$ cat src/rtl/pof_pkg.sv
package pof_pkg;
    typedef enum logic [0:0] {
        ST_IDLE = 1'b0,
        ST_HALF = 1'b1
    } pair_state_e;
endpackage

$ cat src/rtl/pof_pair_fsm.sv
module pof_pair_fsm
    import pof_pkg::*;
#(
    parameter int PIX_W = 24,
    parameter int CTL_W = 4
) (
    input  logic             clk,
    input  logic             rst_n,
    input  logic             run,
    input  logic             two_pix,
    input  logic [PIX_W-1:0] pix,
    input  logic             de,
    input  logic [CTL_W-1:0] ctl,
    output logic [PIX_W-1:0] even_q,
    output logic [PIX_W-1:0] odd_q,
    output logic             de_q,
    output logic [CTL_W-1:0] ctl_q,
    output pair_state_e      state_q
);
    pair_state_e      state_nx;
    logic [PIX_W-1:0] first_q, first_nx, even_nx, odd_nx;
    logic             de_nx;

    // state register
    always_ff @(posedge clk or negedge rst_n) begin
        if (!rst_n)   state_q <= ST_IDLE;
        else if (run) state_q <= state_nx;
    end

    // next state and next output values
    always_comb begin
        state_nx = state_q;
        first_nx = first_q;
        even_nx  = even_q;
        odd_nx   = odd_q;
        de_nx    = 1'b0;
        unique case (state_q)
            ST_IDLE: begin
                if (two_pix) begin
                    if (de) begin
                        first_nx = pix;
                        state_nx = ST_HALF;
                    end
                end else begin
                    even_nx = pix;
                    de_nx   = de;
                end
            end
            ST_HALF: begin
                state_nx = ST_IDLE;
                if (!two_pix) begin
                    even_nx = pix;
                    de_nx   = de;
                end else begin
                    even_nx = first_q;
                    de_nx   = 1'b1;
                    if (de) odd_nx = pix;
                end
            end
        endcase
    end

    // output registers
    always_ff @(posedge clk or negedge rst_n) begin
        if (!rst_n) begin
            first_q <= '0;
            even_q  <= '0;
            odd_q   <= '0;
            de_q    <= 1'b0;
            ctl_q   <= '0;
        end else if (run) begin
            first_q <= first_nx;
            even_q  <= even_nx;
            odd_q   <= odd_nx;
            de_q    <= de_nx;
            ctl_q   <= ctl;
        end
    end
endmodule

$ cat src/rtl/pof_link_mon.sv
module pof_link_mon #(
    parameter int SYNC_LIMIT = 8
) (
    input  logic clk,
    input  logic rst_n,
    input  logic run,
    input  logic de,
    output logic sync_det
);
    localparam int CW = $clog2(SYNC_LIMIT + 1);
    localparam logic [CW-1:0] LIM = CW'(SYNC_LIMIT);

    logic [CW-1:0] cnt_q;
    logic          de_prev_q;

    always_ff @(posedge clk or negedge rst_n) begin
        if (!rst_n) begin
            cnt_q     <= LIM;
            de_prev_q <= 1'b0;
        end else if (run) begin
            de_prev_q <= de;
            if (de != de_prev_q)  cnt_q <= '0;
            else if (cnt_q != LIM) cnt_q <= cnt_q + 1'b1;
        end
    end

    assign sync_det = (cnt_q != LIM);
endmodule

$ cat src/rtl/pof_oe_ctrl.sv
module pof_oe_ctrl #(
    parameter int CTL_W    = 4,
    parameter int CTL1_IDX = 1
) (
    input  logic             clk,
    input  logic             rst_n,
    input  logic             full_pd_n,
    input  logic             out_pd_n,
    input  logic             two_pix,
    input  logic             stag_n,
    input  logic             clk_inv,
    input  logic             dual_link,
    output logic             even_oe,
    output logic             odd_oe,
    output logic             de_oe,
    output logic [CTL_W-1:0] ctl_oe,
    output logic             oclk_oe,
    output logic             sync_oe,
    output logic             inv_q,
    output logic             stag_q
);
    logic             drv_on;
    logic [CTL_W-1:0] ctl_oe_nx;

    assign drv_on = full_pd_n & out_pd_n;

    for (genvar i = 0; i < CTL_W; i++) begin : g_ctl_oe
        if (i == CTL1_IDX) begin : g_exempt
            assign ctl_oe_nx[i] = full_pd_n;
        end else begin : g_plain
            assign ctl_oe_nx[i] = drv_on;
        end
    end

    always_ff @(posedge clk or negedge rst_n) begin
        if (!rst_n) begin
            even_oe <= 1'b0;
            odd_oe  <= 1'b0;
            de_oe   <= 1'b0;
            ctl_oe  <= '0;
            oclk_oe <= 1'b0;
            sync_oe <= 1'b0;
        end else begin
            even_oe <= drv_on;
            odd_oe  <= drv_on & two_pix;
            de_oe   <= drv_on;
            ctl_oe  <= ctl_oe_nx;
            oclk_oe <= drv_on;
            sync_oe <= full_pd_n;
        end
    end

    always_ff @(posedge clk or negedge rst_n) begin
        if (!rst_n) begin
            inv_q  <= 1'b0;
            stag_q <= 1'b0;
        end else if (full_pd_n) begin
            inv_q  <= clk_inv & ~dual_link;
            stag_q <= two_pix & ~stag_n;
        end
    end
endmodule

$ cat src/rtl/pof_odd_stagger.sv
module pof_odd_stagger #(
    parameter int PIX_W = 24
) (
    input  logic             clk,
    input  logic             rst_n,
    input  logic             stag,
    input  logic [PIX_W-1:0] odd_in,
    output logic [PIX_W-1:0] odd_out
);
    logic [PIX_W-1:0] odd_neg_q;

    always_ff @(negedge clk or negedge rst_n) begin
        if (!rst_n) odd_neg_q <= '0;
        else        odd_neg_q <= odd_in;
    end

    assign odd_out = stag ? odd_neg_q : odd_in;
endmodule

$ cat src/rtl/pixel_out_fmt.sv
module pixel_out_fmt
    import pof_pkg::*;
#(
    parameter int PIX_W      = 24,
    parameter int CTL_W      = 4,
    parameter int CTL1_IDX   = 1,
    parameter int SYNC_LIMIT = 8
) (
    input  logic             clk,
    input  logic             rst_n,
    input  logic [PIX_W-1:0] pix_i,
    input  logic             de_i,
    input  logic [CTL_W-1:0] ctl_i,
    input  logic             two_pix_i,
    input  logic             stag_n_i,
    input  logic             clk_inv_i,
    input  logic             dual_link_i,
    input  logic             out_pd_n_i,
    input  logic             full_pd_n_i,
    output logic [PIX_W-1:0] even_o,
    output logic [PIX_W-1:0] odd_o,
    output logic             de_o,
    output logic [CTL_W-1:0] ctl_o,
    output logic             oclk_o,
    output logic             sync_det_o,
    output logic             even_oe_o,
    output logic             odd_oe_o,
    output logic             de_oe_o,
    output logic [CTL_W-1:0] ctl_oe_o,
    output logic             oclk_oe_o,
    output logic             sync_oe_o
);
    pair_state_e      pair_state;
    logic [PIX_W-1:0] even_q, odd_q, odd_shown;
    logic             de_q, sync_raw, inv_q, stag_q;
    logic [CTL_W-1:0] ctl_q;

    pof_pair_fsm #(.PIX_W(PIX_W), .CTL_W(CTL_W)) u_pair (
        .clk(clk), .rst_n(rst_n), .run(full_pd_n_i), .two_pix(two_pix_i),
        .pix(pix_i), .de(de_i), .ctl(ctl_i),
        .even_q(even_q), .odd_q(odd_q), .de_q(de_q), .ctl_q(ctl_q),
        .state_q(pair_state)
    );

    pof_link_mon #(.SYNC_LIMIT(SYNC_LIMIT)) u_mon (
        .clk(clk), .rst_n(rst_n), .run(full_pd_n_i), .de(de_i),
        .sync_det(sync_raw)
    );

    pof_oe_ctrl #(.CTL_W(CTL_W), .CTL1_IDX(CTL1_IDX)) u_oe (
        .clk(clk), .rst_n(rst_n), .full_pd_n(full_pd_n_i), .out_pd_n(out_pd_n_i),
        .two_pix(two_pix_i), .stag_n(stag_n_i), .clk_inv(clk_inv_i),
        .dual_link(dual_link_i),
        .even_oe(even_oe_o), .odd_oe(odd_oe_o), .de_oe(de_oe_o),
        .ctl_oe(ctl_oe_o), .oclk_oe(oclk_oe_o), .sync_oe(sync_oe_o),
        .inv_q(inv_q), .stag_q(stag_q)
    );

    pof_odd_stagger #(.PIX_W(PIX_W)) u_stag (
        .clk(clk), .rst_n(rst_n), .stag(stag_q), .odd_in(odd_q),
        .odd_out(odd_shown)
    );

    // disabled outputs read as zero
    assign even_o     = even_oe_o ? even_q    : '0;
    assign odd_o      = odd_oe_o  ? odd_shown : '0;
    assign de_o       = de_oe_o & de_q;
    assign ctl_o      = ctl_oe_o & ctl_q;
    assign sync_det_o = sync_oe_o & sync_raw;
    assign oclk_o     = oclk_oe_o & (clk ^ inv_q);
endmodule

$ cat config.mk
export PLATFORM = sky130hd
export DESIGN_NAME = pixel_out_fmt
export DESIGN_NICKNAME = d
export VERILOG_FILES = /design/src/rtl/pof_pkg.sv /design/src/rtl/pof_pair_fsm.sv /design/src/rtl/pof_link_mon.sv /design/src/rtl/pof_oe_ctrl.sv /design/src/rtl/pof_odd_stagger.sv /design/src/rtl/pixel_out_fmt.sv
export SDC_FILE = /design/constraint.sdc
export NUM_CORES = 1
export LEC_CHECK = 0
export ABC_AREA = 1
export BUFFER_PORTS_ARGS = -buffer_cell sky130_fd_sc_hd__buf_4
export CORE_UTILIZATION = 45
export DETAILED_ROUTE_END_ITERATION = 10
export GPL_TIMING_DRIVEN = 1
export PLACE_DENSITY = 0.65
export SLEW_MARGIN = 10
export SYNTH_ARGS = -nofsm -noshare
export SYNTH_HDL_FRONTEND = slang
export SYNTH_SLANG_ARGS = --single-unit
$ cat constraint.sdc
create_clock -name clk -period 2.59 [get_ports clk]
set_input_delay 0.259 -clock clk [delete_from_list [all_inputs] [get_ports clk]]
set_output_delay 0.259 -clock clk [all_outputs]
set_load 0.02 [all_outputs]
==> results.py, run 1 <==
metrics = {
    "place": {
        "dpl.hpwl_mm": 7.367,
        "routabilityCongestion": 0.8042,
        "pre_cts_ws_ns": 0.2018,
        "port_buffers": 100,
    },
    "cells_and_area": {
        "syn_to_final_growth_pct": 25.05,
        "drive_gt1_share_pct": 21.29,
        "n_antenna_cell": 0,
        "postLayoutCoreUtil_pct": 58.58,
        "nFillCells": 955,
        "finalNetCount": 714,
    },
    "route": {
        "ant_nets": 0,
        "drt_first_pass_iters": 4,
        "drtIter0Drc": 142,
        "routed_wirelength_mm": 10.93,
        "drc_errors": 0,
        "wl_per_cell_um": 13.38,
        "vias_per_cell": 4.774,
        "dr_total_vias": 3900,
    },
    "timing": {
        "setup_slack_ns": -0.2450,
        "fin_skew_ns": 0.01620,
        "grt_setup_unrepaired": "yes",
        "worst_slew_pin_slew_ns": 0.8915,
        "hold_viol_final": 0,
        "setup_violations": 24,
        "slew_headroom_pct": 40.50,
        "finalMaxSlewViolations": 0,
    },
    "cts": {
        "clkLatencyLatePin_ns": 0.48,
        "postCtsSetupRepairBufs": 0,
        "cts_tree": "built",
        "clk_pin_slew_worst_paths_ns": 0.10,
    },
    "critical_path": {
        "r2r_start": "u_pair.state_q$_DFFE_PN0P_",
        "ff2ff_path_depth": 3,
        "worstPathRequired_ns": 2.33,
        "path_class": "flip-flop to output port",
        "timing.rr.end": "u_pair.first_q[6]$_DFFE_PN0P_",
        "critPathLaunchType": "flip-flop",
        "arrival_ns": 2.58,
        "rrSetupSlack_ns": 0.70,
        "cp_max_fo": 1,
        "endpoint_kind": "output port",
    },
    "run_status": {
        "status": "finished, violations left",
        "violations": "setup timing",
    },
    "power": {
        "p_per_area_nw_per_um2": 710.6,
        "power_mw": 4.336,
        "ir_worst_vdd_mv": 0.3385,
        "power_leakage_nw": 3.366,
    },
    "global_routing": {
        "grt_max_degree": 50,
        "grt_use_met2_pct": 28.53,
        "met3_usage_pct": 5.702,
        "top_usage_layer": "met1",
        "grt_pass1_wl_mm": 18.53,
        "grt.overflow.total": 0,
        "use_met1_pct": 32.58,
        "grt_pass1_vias": 3675,
        "antenna_found_initial": 0,
        "track_usage_pct": 21.32,
    },
    "synth": {
        "ys_seq_elements": 112,
        "yosysMostFrequentCell": "nand2_1",
        "synth_cells": 572,
        "synth_cell_types": 24,
        "synth_commonest_cells": "191 x nand2_1, 87 x dfrtp_1, 87 x inv_1",
        "synth_top_area_share_pct": 44.62,
        "synth-edff-count": 0,
        "synth_largest_area_cell": "dfrtp_1",
        "ys_warn_count": 0,
        "synth_nets": 611,
        "synth-seq-area-share_pct": 57.46,
        "synthArstFlopShare_pct": 100.0,
        "avgSynthCellArea_um2": 8.531,
        "synth_area_um2": 4880,
        "ys_top_cells_by_area": "dfrtp_1 45%, nand2_1 15%, dfrtn_1 12%",
        "ys.flop_type": "dfrtp_1",
    },
    "floorplanning": {
        "die_h_um": 106.1,
        "num_rows": 37,
        "initial_core_util_pct": 46.85,
        "die_area_um2": 11260,
        "design.core.area_um2": 10420,
        "pin_count": 101,
        "die_x_um": 106.1,
    },
    "worst_hold_path": {
        "min_from": "pix_i[7]",
        "hold_class": "primary input to flip-flop",
        "hold_path_end": "u_pair.odd_q[7]$_DFFE_PN0P_",
        "whs_path_depth": 3,
    },
    "job": {
        "cap_viol_max_count": 0,
    },
}
-- cells by family (layout without fill, tap and decap cells) --
family / Yosys count / after routing / synth area share [%]
fa+ha+maj: 2 / 2 / 0.5127
flops: 112 / 112 / 57.46
simple gates: 206 / 206 / 16.56
buf+inv: 127 / 236 / 10.92
compound gates: 124 / 124 / 14.36
xor+xnor: 1 / 1 / 0.1795
-- area by class of cell --
type                       count  area [µm²]  share of cell area [%]
sequential                   112        2804                   45.95
multi-input combinational    333        1558                   25.53
timing repair buffer         124       970.9                   15.91
inverter                      90       337.8                   5.536
clock buffer                  16       193.9                   3.178
tap                          136       170.2                   2.789
clock inverter                 6       67.56                   1.107
-- report_power, final --
part / leakage [nW] / total, mW / internal, mW / switching, mW
clock network: 0.144 / 1.25 / 0.601 / 0.645
logic: 1.86 / 0.743 / 0.295 / 0.448
registers: 1.36 / 2.35 / 2.16 / 0.189
-- registers in the layout, summed over array words and instances (netlist names) --
register	cells
u_oe.odd_oe	1
u_oe.inv_q	1
u_pair.odd_q	24
u_mon.cnt_q	4
u_pair.de_q	1
u_mon.de_prev_q	1
u_stag.odd_neg_q	24
u_pair.first_q	24
u_oe.stag_q	1
u_pair.ctl_q	4
u_pair.even_q	24
u_oe.ctl_oe	2
u_pair.state_q	1
-- cell usage in the layout (no fill, tap or decap), types with 4 or more instances in the layout --
master and n:
nand2_1 191, buf_4 109, inv_1 87, dfrtp_1 87, o21ai_0 41, o21ai_1 29
o211ai_1 24, dfrtn_1 24, a21oi_1 20, dlygate4sd3_1 16, clkbuf_8 13, nor2_1 5
o21ai_2 5, a21oi_2 4
-- per-stage QoR --
| stage | setup TNS (ns) | hold WS, ns | instances | area (µm²) |
|---|---|---|---|---|
| 6_report | -5.172 | 0.02062 | 817 | 6102 |
| 5_1_grt | -7.399 | 0.001471 | 817 | 6102 |
| 4_1_cts | -6.117 | 0.0007291 | 815 | 6071 |
| 3_5_place_dp | 0 | 0.2759 | 780 | 5673 |
| 3_3_place_gp | 0 | 0.2706 | 780 | 5673 |
| 2_1_floorplan | 0 | -0.03659 | 572 | 4880 |
-- worst max path at each step --
stage	from	endpoint	slack [ns]	cells past startpoint
floorplan	u_stag.odd_neg_q[0]$_DFF_NN0_	odd_o[0]	0.24	2
detailed placement	u_stag.odd_neg_q[11]$_DFF_NN0_	odd_o[11]	0.20	3
global placement	u_stag.odd_neg_q[13]$_DFF_NN0_	odd_o[13]	0.20	3
CTS	u_stag.odd_neg_q[5]$_DFF_NN0_	odd_o[5]	-0.28	3
finish	u_stag.odd_neg_q[4]$_DFF_NN0_	odd_o[4]	-0.25	3
global route	u_stag.odd_neg_q[4]$_DFF_NN0_	odd_o[4]	-0.34	3
-- critical path: stages (launching register included) --
cell,delay [ns]
dfrtn_1,0.41
o21ai_1,0.05
a21oi_1,0.18
buf_4,0.17
-- layer usage --
metal  part of all wire, %  wire [µm]
met5                     0          0
met3                   5.0        550
met2                    43       4749
met4                   1.4        149
met1                    50       5483
-- what timing repair did --
action,in CTS,in global routing
setup endpoints to repair,24,24
hold endpoints to repair,28,2
hold buffers,14,2
gates resized for setup,7,11
pin swaps,6,5
(Power assumes the default switching activity.)
==> run 2, diff against run 1 <==
--- a/config.mk
+++ b/config.mk
@@ -11,6 +11,7 @@
 export DETAILED_ROUTE_END_ITERATION = 10
 export GPL_TIMING_DRIVEN = 1
 export PLACE_DENSITY = 0.65
+export REMOVE_ABC_BUFFERS = 1
 export SLEW_MARGIN = 10
 export SYNTH_ARGS = -nofsm -noshare
 export SYNTH_HDL_FRONTEND = slang
==> run 2 against run 1 <==
  * The flow still finishes with violations (setup timing)
  * Final area rose by 0.94%
  * Combinational power rose by 1%
  * Largest power group unchanged
  * Clock skew fell by 0.0040 ns
  * Utilization rose by 0.55 points
  * Non-clock buffer count rose by 1
  * Count of clock-buffer cells in the layout rose by 3
  * Critical path type unchanged
  * Die area did not move
  * Worst hold slack got worse by 0.011 ns
  * Sequential power barely moved
  * Sequential cell count did not move
  * Highest routed layer unchanged
  * Register-to-register slack improved by 0.03 ns
==> results.py, run 2 (same netlist as run 1, synthesis figures left out) <==
metrics = {
    "run_status": {
        "status": "finished, violations left",
        "violations": "setup timing",
    },
    "timing": {
        "setup_violations": 24,
        "holdWs_ns": 0.009318,
        "fin_skew_ns": 0.01217,
        "grt_setup_unrepaired": "yes",
        "finalMaxSlewViolations": 0,
        "worst_slew_pin_slew_ns": 0.5797,
        "slew_headroom_pct": 61.22,
        "hold_viol_final": 0,
        "setup_slack_ns": -0.1939,
        "finalSetupTns_ns": -3.918,
    },
    "power": {
        "p_per_area_nw_per_um2": 725.5,
        "power_leakage_nw": 3.397,
        "p_comb_share_pct": 16.8,
        "clock_power_share_pct": 30.4,
        "power.share.sequential_pct": 52.7,
        "swShare_pct": 28.28,
        "ir_worst_vdd_mv": 0.3723,
        "p_int_mw": 3.205,
        "p_switching_mw": 1.264,
        "power_mw": 4.469,
    },
    "cells_and_area": {
        "final_common_cell": "nand2_1",
        "finalNetCount": 715,
        "final-instance-count-excl-fill": 818,
        "postLayoutCoreUtil_pct": 59.14,
        "layout_common_cells": "190 x nand2_1, 110 x buf_4, 87 x inv_1, 87 x dfrtp_1, 36 x o21ai_1",
        "n_antenna_cell": 0,
        "drive_gt1_share_pct": 21.55,
        "syn_to_final_growth_pct": 26.23,
    },
    "critical_path": {
        "critical_path.endpoint": "odd_o[18]",
        "setup.worst_path.start": "u_stag.odd_neg_q[18]$_DFF_NN0_",
        "path_class": "flip-flop to output port",
        "r2r_start": "u_pair.odd_q[17]$_DFFE_PN0P_",
        "ff2ff_path_depth": 0,
        "worstPathRequired_ns": 2.33,
        "critPathLaunchType": "flip-flop",
        "cp_max_fo": 1,
        "rrSetupSlack_ns": 0.73,
        "arrival_ns": 2.52,
        "timing.rr.end": "u_stag.odd_neg_q[17]$_DFF_NN0_",
        "endpoint_kind": "output port",
    },
    "global_routing": {
        "grt.overflow.total": 0,
        "grt_pass1_vias": 3933,
        "grt_pass1_wl_mm": 18.91,
        "antenna_found_initial": 0,
        "grt_max_degree": 39,
        "track_usage_pct": 21.63,
    },
    "route": {
        "wl_per_cell_um": 13.66,
        "ant_nets": 0,
        "vias_per_cell": 4.872,
        "drt_first_pass_iters": 4,
        "routed_wirelength_mm": 11.17,
        "drtIter0Drc": 205,
        "drc_errors": 0,
        "dr_total_vias": 3985,
    },
    "worst_hold_path": {
        "hold_class": "primary input to flip-flop",
    },
    "floorplanning": {
        "num_rows": 37,
        "die_h_um": 106.1,
        "die_area_um2": 11260,
        "initial_core_util_pct": 46.85,
        "pin_count": 101,
        "die_x_um": 106.1,
        "design.core.area_um2": 10420,
    },
    "cts": {
        "clkLatencyLatePin_ns": 0.47,
        "postCtsSetupRepairBufs": 0,
        "cts_tree": "built",
        "clk_pin_slew_worst_paths_ns": 0.10,
    },
    "place": {
        "routabilityCongestion": 0.7311,
        "dp_cells": 784,
        "dpl.hpwl_mm": 7.491,
        "port_buffers": 100,
    },
    "job": {
        "cap_viol_max_count": 0,
    },
}
## run 2: changes by cell type in the layout (fill, tap and decap cells not counted), sizes merged
cell,before,now
bufinv,1,2
inv,92,90
dlygate4sd3,16,13
clkbuf,15,18
buf,109,113
clkinv,3,1
## run 2: layout make-up
type | count | area, µm²
clock buffer | 19 | 225.2
clock inverter | 3 | 65.06
fill | 948 | 4257
inverter | 90 | 337.8
multi-input combinational | 333 | 1558
sequential | 112 | 2804
tap | 136 | 170.2
timing repair buffer | 125 | 999.7
## run 2: critical path, cell delays in order (launching register included)
cell and delay (ns):
dfrtn_1 0.39, o21ai_0 0.09, a21oi_1 0.15, buf_4 0.15
## run 2: power by group through the flow
stage / clock, mW / sequential, mW / combinational [mW]
global placement: 0.0208 / 2.36 / 0.713
floorplan: 0.0150 / 2.34 / 0.436
CTS: 1.40 / 2.36 / 0.763
detailed placement: 0.0208 / 2.38 / 0.741
global route: 1.47 / 2.41 / 0.866
finish: 1.36 / 2.36 / 0.752
## run 2: per-layer routing
metal / GRT usage [%] / routed length, µm
met1: 28.66 / 5104
met2: 34.79 / 5325
met3: 5.702 / 627
met4: 6.647 / 114
met5: 0 / 0
## run 2: worst min-delay path by stage
stage | end | depth (start not counted) | startpoint
floorplan | u_mon.cnt_q[0]$_DFFE_PN0P_ | 0 | rst_n
global placement | u_pair.odd_q[20]$_DFFE_PN0P_ | 1 | rst_n
detailed placement | u_pair.odd_q[20]$_DFFE_PN0P_ | 1 | rst_n
CTS | u_pair.odd_q[1]$_DFFE_PN0P_ | 3 | pix_i[1]
global route | u_oe.ctl_oe[1]$_DFF_PN0_ | 1 | full_pd_n_i
finish | u_pair.odd_q[1]$_DFFE_PN0P_ | 3 | pix_i[1]
## run 2: per-stage QoR
step | cell area [µm²] | setup slack, ns
floorplan | 4684 | 0.1810
global placement | 5736 | 0.2858
detailed placement | 5736 | 0.2648
CTS | 6148 | -0.2101
global route | 6160 | -0.2650
finish | 6160 | -0.1939
## run 2: repair_timing
item                       CTS  global route
cloned                       0             0
pin swaps                   22             0
hold buffers                13             0
hold endpoints to repair    47             0
setup endpoints to repair   24            24
resized for setup           22             3
